[src/rtl/tirq_pkg.sv]
package tirq_pkg;
  localparam int RATE_W = 4;

  // which function owns the single delivery slot of a cycle
  typedef enum logic [1:0] {
    SRC_NONE    = 2'd0,
    SRC_TICK    = 2'd1,
    SRC_ACK     = 2'd2,
    SRC_CATCHUP = 2'd3
  } inj_src_e;
endpackage

[src/rtl/tirq_phase.sv]
module tirq_phase
  import tirq_pkg::*;
#(
  parameter int PW = 15
) (
  input  logic              clk,
  input  logic              rst_n,
  input  logic              tick,
  input  logic              run,
  input  logic [RATE_W-1:0] rate,
  output logic [PW-1:0]     period,
  output logic              expire
);
  localparam logic [PW-1:0] ONE = {{(PW-1){1'b0}}, 1'b1};

  logic [PW-1:0] phase_q;
  logic [PW:0]   nxt;

  always_comb begin
    period = '0;
    if (rate == 4'd1)      period = PW'(128);
    else if (rate == 4'd2) period = PW'(256);
    else if (rate >= 4'd3) period = ONE << (rate - 4'd1);
  end

  assign nxt    = {1'b0, phase_q} + {{PW{1'b0}}, 1'b1};
  assign expire = run && tick && (nxt >= {1'b0, period});

  always_ff @(posedge clk) begin
    if (!rst_n || !run)  phase_q <= '0;
    else if (tick)       phase_q <= expire ? '0 : nxt[PW-1:0];
  end


  exp_spacing_chk: assert property (@(posedge clk) disable iff (!rst_n)
    expire |=> !expire);

  stop_no_exp_chk: assert property (@(posedge clk) disable iff (!rst_n)
    !run |-> !expire);
endmodule

[src/rtl/tirq_catchup.sv]
module tirq_catchup #(
  parameter int PW = 15,
  parameter int CW = 8
) (
  input  logic          clk,
  input  logic          rst_n,
  input  logic          tick,
  input  logic          active,
  input  logic          inj_any,
  input  logic [CW-1:0] pend,
  input  logic [PW-1:0] period,
  output logic          due
);
  localparam int XW = PW + 5;

  logic [PW-1:0] cnt_q;
  logic [3:0]    div;
  logic [XW-1:0] kk, lhs;

  assign div = (pend >= CW'(7)) ? 4'd8 : (4'(pend) + 4'd1);
  assign kk  = XW'(cnt_q) + XW'(2);
  assign lhs = kk * XW'(div);
  assign due = active && tick && (lhs > XW'(period));

  always_ff @(posedge clk) begin
    if (!rst_n || !active || inj_any) cnt_q <= '0;
    else if (tick)                    cnt_q <= cnt_q + 1'b1;
  end


  cu_idle_chk: assert property (@(posedge clk) disable iff (!rst_n)
    !active |-> !due);
endmodule

[src/rtl/tirq_pending.sv]
module tirq_pending
  import tirq_pkg::*;
#(
  parameter int CW    = 8,
  parameter int LIMIT = 20
) (
  input  logic          clk,
  input  logic          rst_n,
  input  logic          run,
  input  logic          slew,
  input  logic          pie,
  input  logic          expire,
  input  logic          ack,
  input  logic          cu_due,
  input  logic          delivered,
  output inj_src_e      src,
  output logic [CW-1:0] pend
);
  localparam int AW = $clog2(LIMIT + 1);
  localparam logic [CW-1:0] PMAX = '1;

  logic [AW-1:0] acnt_q;
  logic [CW-1:0] pend_q;
  logic          ack_ok;

  assign ack_ok = ack && (pend_q != '0) && pie && (acnt_q < AW'(LIMIT));
  assign pend   = pend_q;

  always_comb begin
    if (expire)      src = SRC_TICK;
    else if (ack_ok) src = SRC_ACK;
    else if (cu_due) src = SRC_CATCHUP;
    else             src = SRC_NONE;
  end

  always_ff @(posedge clk) begin
    if (!rst_n || !run || !slew) pend_q <= '0;
    else begin
      case (src)
        SRC_TICK: if (!delivered && pend_q != PMAX) pend_q <= pend_q + 1'b1;
        SRC_ACK, SRC_CATCHUP: if (delivered) pend_q <= pend_q - 1'b1;
        default: ;
      endcase
    end
  end

  always_ff @(posedge clk) begin
    if (!rst_n)                                         acnt_q <= '0;
    else if (src == SRC_ACK)                            acnt_q <= acnt_q + 1'b1;
    else if (expire && slew && acnt_q >= AW'(LIMIT))    acnt_q <= '0;
  end


  ack_bound_chk: assert property (@(posedge clk) disable iff (!rst_n)
    acnt_q <= AW'(LIMIT));

  pend_step_chk: assert property (@(posedge clk) disable iff (!rst_n)
    (pend_q != '0) |-> ($past(pend_q) == pend_q || $past(pend_q) + 1'b1 == pend_q
                       || $past(pend_q) == pend_q + 1'b1 || !$past(run) || !$past(slew)));

  pend_clear_chk: assert property (@(posedge clk) disable iff (!rst_n)
    (!run || !slew) |=> pend_q == '0);
endmodule

[src/rtl/periodic_tick_irq.sv]
module periodic_tick_irq
  import tirq_pkg::*;
#(
  parameter int PW        = 15,
  parameter int PENDW     = 8,
  parameter int ACK_LIMIT = 20
) (
  input  logic       clk,
  input  logic       rst_n,
  input  logic       tbase_stb,
  input  logic [3:0] rate_code,
  input  logic       pie_en,
  input  logic       lost_tick_mode,
  input  logic       status_ack,
  input  logic       deliver_ok,
  output logic       pf_o,
  output logic       irqf_o,
  output logic       irq_o,
  output logic       inject_o
);
  logic             run, expire, cu_due, cu_active;
  logic [PW-1:0]    period;
  logic [PENDW-1:0] pend;
  inj_src_e         src;

  assign run       = pie_en && (rate_code != '0);
  assign cu_active = run && lost_tick_mode && (pend != '0);
  assign inject_o  = (src != SRC_NONE);

  tirq_phase #(.PW(PW)) u_phase (
    .clk(clk), .rst_n(rst_n), .tick(tbase_stb), .run(run),
    .rate(rate_code), .period(period), .expire(expire)
  );

  tirq_catchup #(.PW(PW), .CW(PENDW)) u_catchup (
    .clk(clk), .rst_n(rst_n), .tick(tbase_stb), .active(cu_active),
    .inj_any(inject_o), .pend(pend), .period(period), .due(cu_due)
  );

  tirq_pending #(.CW(PENDW), .LIMIT(ACK_LIMIT)) u_pending (
    .clk(clk), .rst_n(rst_n), .run(run), .slew(lost_tick_mode),
    .pie(pie_en), .expire(expire), .ack(status_ack), .cu_due(cu_due),
    .delivered(deliver_ok), .src(src), .pend(pend)
  );

  always_ff @(posedge clk) begin
    if (!rst_n) begin
      pf_o   <= 1'b0;
      irqf_o <= 1'b0;
      irq_o  <= 1'b0;
    end else if (inject_o) begin
      pf_o   <= 1'b1;
      irqf_o <= 1'b1;
      irq_o  <= 1'b1;
    end else if (status_ack) begin
      pf_o   <= 1'b0;
      irqf_o <= 1'b0;
      irq_o  <= 1'b0;
    end
  end


  inj_raise_chk: assert property (@(posedge clk) disable iff (!rst_n)
    inject_o |=> (irq_o && pf_o && irqf_o));

  ack_clear_chk: assert property (@(posedge clk) disable iff (!rst_n)
    (status_ack && !inject_o) |=> !irq_o);

  exp_wins_chk: assert property (@(posedge clk) disable iff (!rst_n)
    expire |-> (src == SRC_TICK));
endmodule

[config.mk]
export PLATFORM = sky130hd
export DESIGN_NAME = periodic_tick_irq
export DESIGN_NICKNAME = d
export VERILOG_FILES = /design/src/rtl/tirq_pkg.sv /design/src/rtl/tirq_phase.sv /design/src/rtl/tirq_catchup.sv /design/src/rtl/tirq_pending.sv /design/src/rtl/periodic_tick_irq.sv
export SDC_FILE = /design/constraint.sdc
export NUM_CORES = 1
export LEC_CHECK = 0
export ABC_AREA = 1
export BUFFER_PORTS_ARGS = -buffer_cell sky130_fd_sc_hd__buf_2
export CORE_MARGIN = 8
export CORE_UTILIZATION = 50
export DETAILED_ROUTE_END_ITERATION = 8
export PLACE_DENSITY = 0.66
export SKIP_CTS_REPAIR_TIMING = 1
export SLEW_MARGIN = 20
export SYNTH_ARGS = -nofsm -noshare
export SYNTH_HDL_FRONTEND = slang
export SYNTH_SLANG_ARGS = --single-unit
[constraint.sdc]
create_clock -name clk -period 16 [get_ports clk]
set_clock_uncertainty 0.05 [all_clocks]
set_input_delay 1.6 -clock clk [delete_from_list [all_inputs] [get_ports clk]]
set_output_delay 1.6 -clock clk [all_outputs]
set_load 0.02 [all_outputs]
==> metrics, run 1 <==
most frequent cells after synthesis nand2_1 (218), inv_1 (175), nor2_1 (91), ha_1 (67), a21oi_1 (53); Worst EP arrival 6.16 ns; Final period util 0.4884; Crit. End Element primary output; n_diodes 0; top_reg_cell synth dfxtp_1; Stages on worst setup path 38; PwrDens 43.73 mW/mm2; buffers added on ports 14; max_cap viols 0; routed vias 5064; FP Rows 39; worst reg2reg endpoint u_pending.pend[7]; setup violators final 0; Pleak 0.003178 uW; Final ANT Viol Nets 0; layout cells sized above 1 0.08250; mean number of vias per cell 4.869; cells after synthesis 881; Clock Latency Late Sink 0.30 ns; hold depth 2; sum of negative setup slack 0 ns; DR iter-0 viols 304; gpl congestion 0.8752; vias in the first global route 4901; Nets 1003; Yosys reg bits 44; post-synth cell types 46; Routed WL per cell 11.85 um; Startpoint Class flop; Yosys Warn Count 0; EDFF count, synth 0; Syn-to-layout area delta 6.401%; drt first pass iters 5; r2r setup slk 8.44 ns; largest net degree at the start of global routing 19; Critical-path top delay cell fa_1; CP most frequent cell nand2_1; top cell type by total area after synthesis dfxtp_1; Async SR Flop Fraction 0; Die W 123.8 um; Worst Hold Class reg2reg; CP top delay family simple AND/OR/NAND/NOR gates; Final Max Slew Viols 0; crit path max fanout 9; CORE AREA 0.01137 mm2; Worst slew margin 0.2689; I/O pin count 15; HP Start u_pending.acnt_q[3]; WL final 12330 um; clock sink count 44; Hold Vio Cnt, Final 0; status completed; worst r2r src u_pending.pend[0]; Final min period 7.814 ns; die span in y 123.8 um; share of the synthesized area in the top cell type 0.1517; FILL cells 1171; global-route usage over all layers 0.1762; CTS root buf clkbuf_16; TritonCTS clock tree yes; Mean Syn Cell Area 6.590 um2; Worst Max-Slew Pin Slew 1.089 ns; Worst VDD drop 51.15 uV; Post-Syn Area 0.005806 mm2; htree depth 2; Crit Path Category reg2out; Buffers & Inverters on Critical Path 9; detailed-placement wirelength estimate 10410 um; Clk pin slew, worst setup/hold paths 0.07 ns; R2R depth 53; Worst Path Required 14.35 ns; TritonCTS Buffers 5; total die area 0.01532 mm2; DRC 0; RSZ-0062 raised after global routing no; global route overflow 0; Hold Path Sink u_pending.acnt_q[3]; Max clock buf depth 2; final core occ 0.5433; starting density of the core 0.5106; leading cell type by number of instances after synthesis nand2_1; CP peak stage delay 0.54 ns; antenna violations before repair 0; sequential fraction of the synthesis area 0.1517; Peak Freq 128.0 MHz; top post-synthesis cells by area dfxtp_1 (15%), ha_1 (14%), nand2_1 (14%); first-pass GRT wire length 22120 um
[layout make-up]
class / count / area [um2] / area share
clock inverters: 3 / 42.54 / 0.006887
clock buffers: 5 / 125.1 / 0.02026
well taps: 143 / 178.9 / 0.02897
inverters: 183 / 686.9 / 0.1112
flip-flops and latches: 44 / 880.8 / 0.1426
multi-input cells: 647 / 4185 / 0.6775
repair buffers: 15 / 77.57 / 0.01256
[worst min-delay path: stages (launching register included)]
cell and delay, ns:
dfxtp_1 0.32, nand2_1 0.06, a21oi_1 0.05
[metrics by stage]
step	hold WS [ns]	power, uW	worst slack, ns	instances	instance area [um2]
after detailed placement	0.4263	153.7	8.399	1032	6010
after CTS	0.4397	274.4	8.108	1040	6177
after floorplan	0.4025	144.1	9.303	883	5813
after global placement	0.4261	153.3	8.556	1032	6010
after global routing	0.4607	283.9	7.510	1040	6177
final	0.4322	270.1	8.186	1040	6177
[worst max path at each step]
stage	from	end	slack (ns)
detailed placement	u_pending.pend[0]	u_pending.pend[7]	8.40
global placement	u_pending.pend[0]	u_pending.pend[7]	8.56
CTS	u_pending.pend[0]	inject_o	8.11
finish	u_pending.pend[0]	inject_o	8.19
global route	u_pending.pend[0]	inject_o	7.51
floorplan	u_pending.pend[0]	inject_o	9.30
[routing by layer]
metal  vias to the layer above  wire [um]  GRT usage
li1                       2751          -          -
met1                      2260       6414     0.2425
met2                        42       5502     0.2824
met3                        11        234    0.02448
met4                         0        175    0.04816
met5                         -          0          0
[kinds of logic after synthesis]
kind of cell / synth area share
AO/OA/AOI/OAI: 0.09677
other: 0.001294
XOR/XNOR: 0.06789
adder cells (fa/ha/maj): 0.2444
flip-flops: 0.1517
AND/OR/NAND/NOR: 0.3093
buffers and inverters: 0.1287
[cells in the final DEF (no fill, tap or decap), types with 2 or more instances in the layout]
master,count
nand2_1,218
inv_1,175
nor2_1,91
ha_1,67
a21oi_1,53
dfxtp_1,44
nand3_1,36
xor2_1,35
fa_1,29
nor3_1,15
buf_2,14
nor2_2,11
xnor2_1,10
o21ai_0,9
inv_2,8
o21ai_1,7
nand3_2,6
a31oi_1,6
or2_2,5
clkbuf_16,5
nand2_2,4
conb_1,4
nor2_4,3
a21oi_2,3
nand4_1,3
o21a_1,3
a211oi_1,3
nor3_2,2
o21ai_2,2
and2_1,2
a21o_1,2
nand2_4,2
nor4_1,2
a22oi_1,2
nor3b_1,2
[sequential cells by signal (all words and copies together), names as in the netlist]
signal and flops:
u_catchup.cnt_q 15, u_phase.phase_q 15, u_pending.pend 8, u_pending.acnt_q 5, irq_o 1
[report_power, final]
| part | switching [uW] | internal, uW | total, uW |
|---|---|---|---|
| logic | 26.5 | 12.9 | 39.4 |
| clock network | 45.8 | 73.4 | 119 |
| registers | 1.16 | 110 | 112 |
| total | 73.5 | 197 | 270 |
Note: power is estimated with default switching activity, not from simulation.
==> run 2, diff against run 1 <==
==> constraint.sdc (replaced) <==
create_clock -name clk -period 7.3 [get_ports clk]
set_clock_uncertainty 0.05 [all_clocks]
set_input_delay 0.73 -clock clk [delete_from_list [all_inputs] [get_ports clk]]
set_output_delay 0.73 -clock clk [all_outputs]
set_load 0.02 [all_outputs]
==> run 2 against run 1 <==
Total power up 120%. Combinational power up 140%. Via count up 1.0%. Worst setup slack worse by 7.5 ns. Sequential power up 120%. Clock power up 130%. Clock-buffer cell count up 1. First-iteration DRC count up 2.3%. Wire length up 2.1%. Register-to-register slack worse by 7.8 ns. Global-route usage down 0.52 points. Hold slack better by 0.0073 ns. Critical path type is now reg2reg. Largest cell class unchanged.
==> metrics, run 2 (synthesis gave the netlist of run 1 again) <==
status completed; setup violators final 0; Routed WL per cell 12.02 um; pre-CTS setup slack 0.09967 ns; Hold Path Sink u_pending.acnt_q[3]; PwrDens 94.29 mW/mm2; crit path max fanout 6; vias in the first global route 4720; switch share 0.2665; first-pass GRT wire length 21490 um; TritonCTS Buffers 5; Syn-to-layout area delta 10.78%; layout cells sized above 1 0.1250; CP peak stage delay 0.52 ns; Crit. End Element flop; commonest non-fill, non-tap cell in the layout nand2_1; DR iter-0 viols 311; Worst Max-Slew Pin Slew 0.6658 ns; Peak Freq 150.9 MHz; TritonCTS clock tree yes; Worst Path Required 7.49 ns; WL final 12580 um; Crit Path Category reg2reg; Worst slew margin 0.5503; hold depth 2; Final min period 6.625 ns; drt first pass iters 6; R2R depth 50; CTS root buf clkbuf_16; Worst EP arrival 6.81 ns; total die area 0.01532 mm2; max_cap viols 0; final core occ 0.5656; Clk pwr share 0.444; Register Area 888.4 um2; Pleak 0.003221 uW; Clk pin slew, worst setup/hold paths 0.07 ns; global route overflow 0; starting density of the core 0.5106; hold slack 0.4395 ns; worst r2r src u_catchup.cnt_q[1]; detailed-placement wirelength estimate 10250 um; die span in y 123.8 um; routed vias 5117; Startpoint Class flop; HP Start u_pending.acnt_q[3]; r2r setup slk 0.67 ns; FILL cells 1108; final non-filler cell total 1047; Hold Vio Cnt, Final 0; CP most frequent cell nand2_1; most frequent cells in the layout nand2_1 (216), inv_1 (172), nor2_1 (86); mean number of vias per cell 4.887; Final ANT Viol Nets 0; clock sink count 44; Clock Latency Late Sink 0.30 ns; global-route usage over all layers 0.1709; Critical-path top delay cell fa_1; worst reg2reg endpoint u_pending.pend[7]; gpl congestion 0.8620; Final period util 0.9076; Psw 161.6 uW; P_int 444.8 uW; Nets 1010; Die W 123.8 um; antenna violations before repair 0; Comb pwr share 0.153; CORE AREA 0.01137 mm2; Worst VDD drop 129.7 uV; Post-Place Cells 1036; I/O pin count 15; buffers added on ports 14; largest net degree at the start of global routing 19; DRC 0; FP Rows 39; htree depth 2; Setup WS post-layout 0.6747 ns; sequential power share 0.403; Worst Hold Class reg2reg; Max clock buf depth 2; Final Max Slew Viols 0; n_diodes 0; Multi-input gate area 0.004365 mm2
run 2: cell types whose count changed in the layout (fill, tap and decap cells not counted), moves of 3 or more:
cell | previous run | this run
inv_1 | 175 | 172
nor3_1 | 15 | 12
dfxtp_2 | 0 | 3
ha_4 | 0 | 7
buf_4 | 1 | 8
nor2_1 | 91 | 86
nor2_2 | 11 | 15
ha_1 | 67 | 59
dfxtp_1 | 44 | 40
run 2: critical path, delay by kind of cell, from the launching register on:
kind | cells | cell delay, ns
AO/OA/AOI/OAI | 5 | 0.73
XOR/XNOR | 1 | 0.22
adder cells (fa/ha/maj) | 6 | 2.07
buffers and inverters | 10 | 0.70
flip-flops | 1 | 0.38
AND/OR/NAND/NOR | 28 | 2.42
run 2: per-layer routing:
metal  global-route usage  vias to the layer above  share of wire
met4              0.03913                        0         0.0084
li1                     -                     2774              -
met5                    0                        -              0
met3              0.02629                        7          0.034
met1               0.2416                     2260           0.51
met2               0.2676                       76           0.45
run 2: cell type report:
cell class | instances | share of cell area
Clock inverter | 2 | 0.006031
Multi-Input combinational cell | 647 | 0.6788
Sequential cell | 44 | 0.1381
Inverter | 183 | 0.1074
Clock buffer | 6 | 0.02160
Timing Repair Buffer | 22 | 0.02023
Tap cell | 143 | 0.02782
run 2: worst max-delay path by stage:
stage                                   from                end  slack, ns  depth (start not counted)
after CTS                 u_catchup.cnt_q[1]  u_pending.pend[7]       0.07                         52
final                     u_catchup.cnt_q[1]  u_pending.pend[7]       0.67                         50
after detailed placement  u_catchup.cnt_q[1]  u_pending.pend[7]        0.1                         51
after global placement    u_catchup.cnt_q[1]  u_pending.pend[7]       0.22                         51
after global routing       u_pending.pend[0]  u_pending.pend[7]      -0.04                         53
after floorplan            u_pending.pend[0]  u_pending.pend[7]       0.63                         53
run 2: power by group through the flow:
stage	logic [uW]	clock network, uW	registers, uW
floorplan	66.0	0	250
global placement	89.0	0	250
detailed placement	88.7	0	250
CTS	89.2	279	245
global route	104	289	245
finish	92.6	269	245
run 2: through the flow:
stage	TNS (ns)	cell area (um2)	power [uW]
detailed placement	0	6040	338.8
finish	0	6431	606.4
global route	-0.03721	6431	638.2
floorplan	0	5813	315.9
CTS	0	6217	613.0
global placement	0	6040	339.0
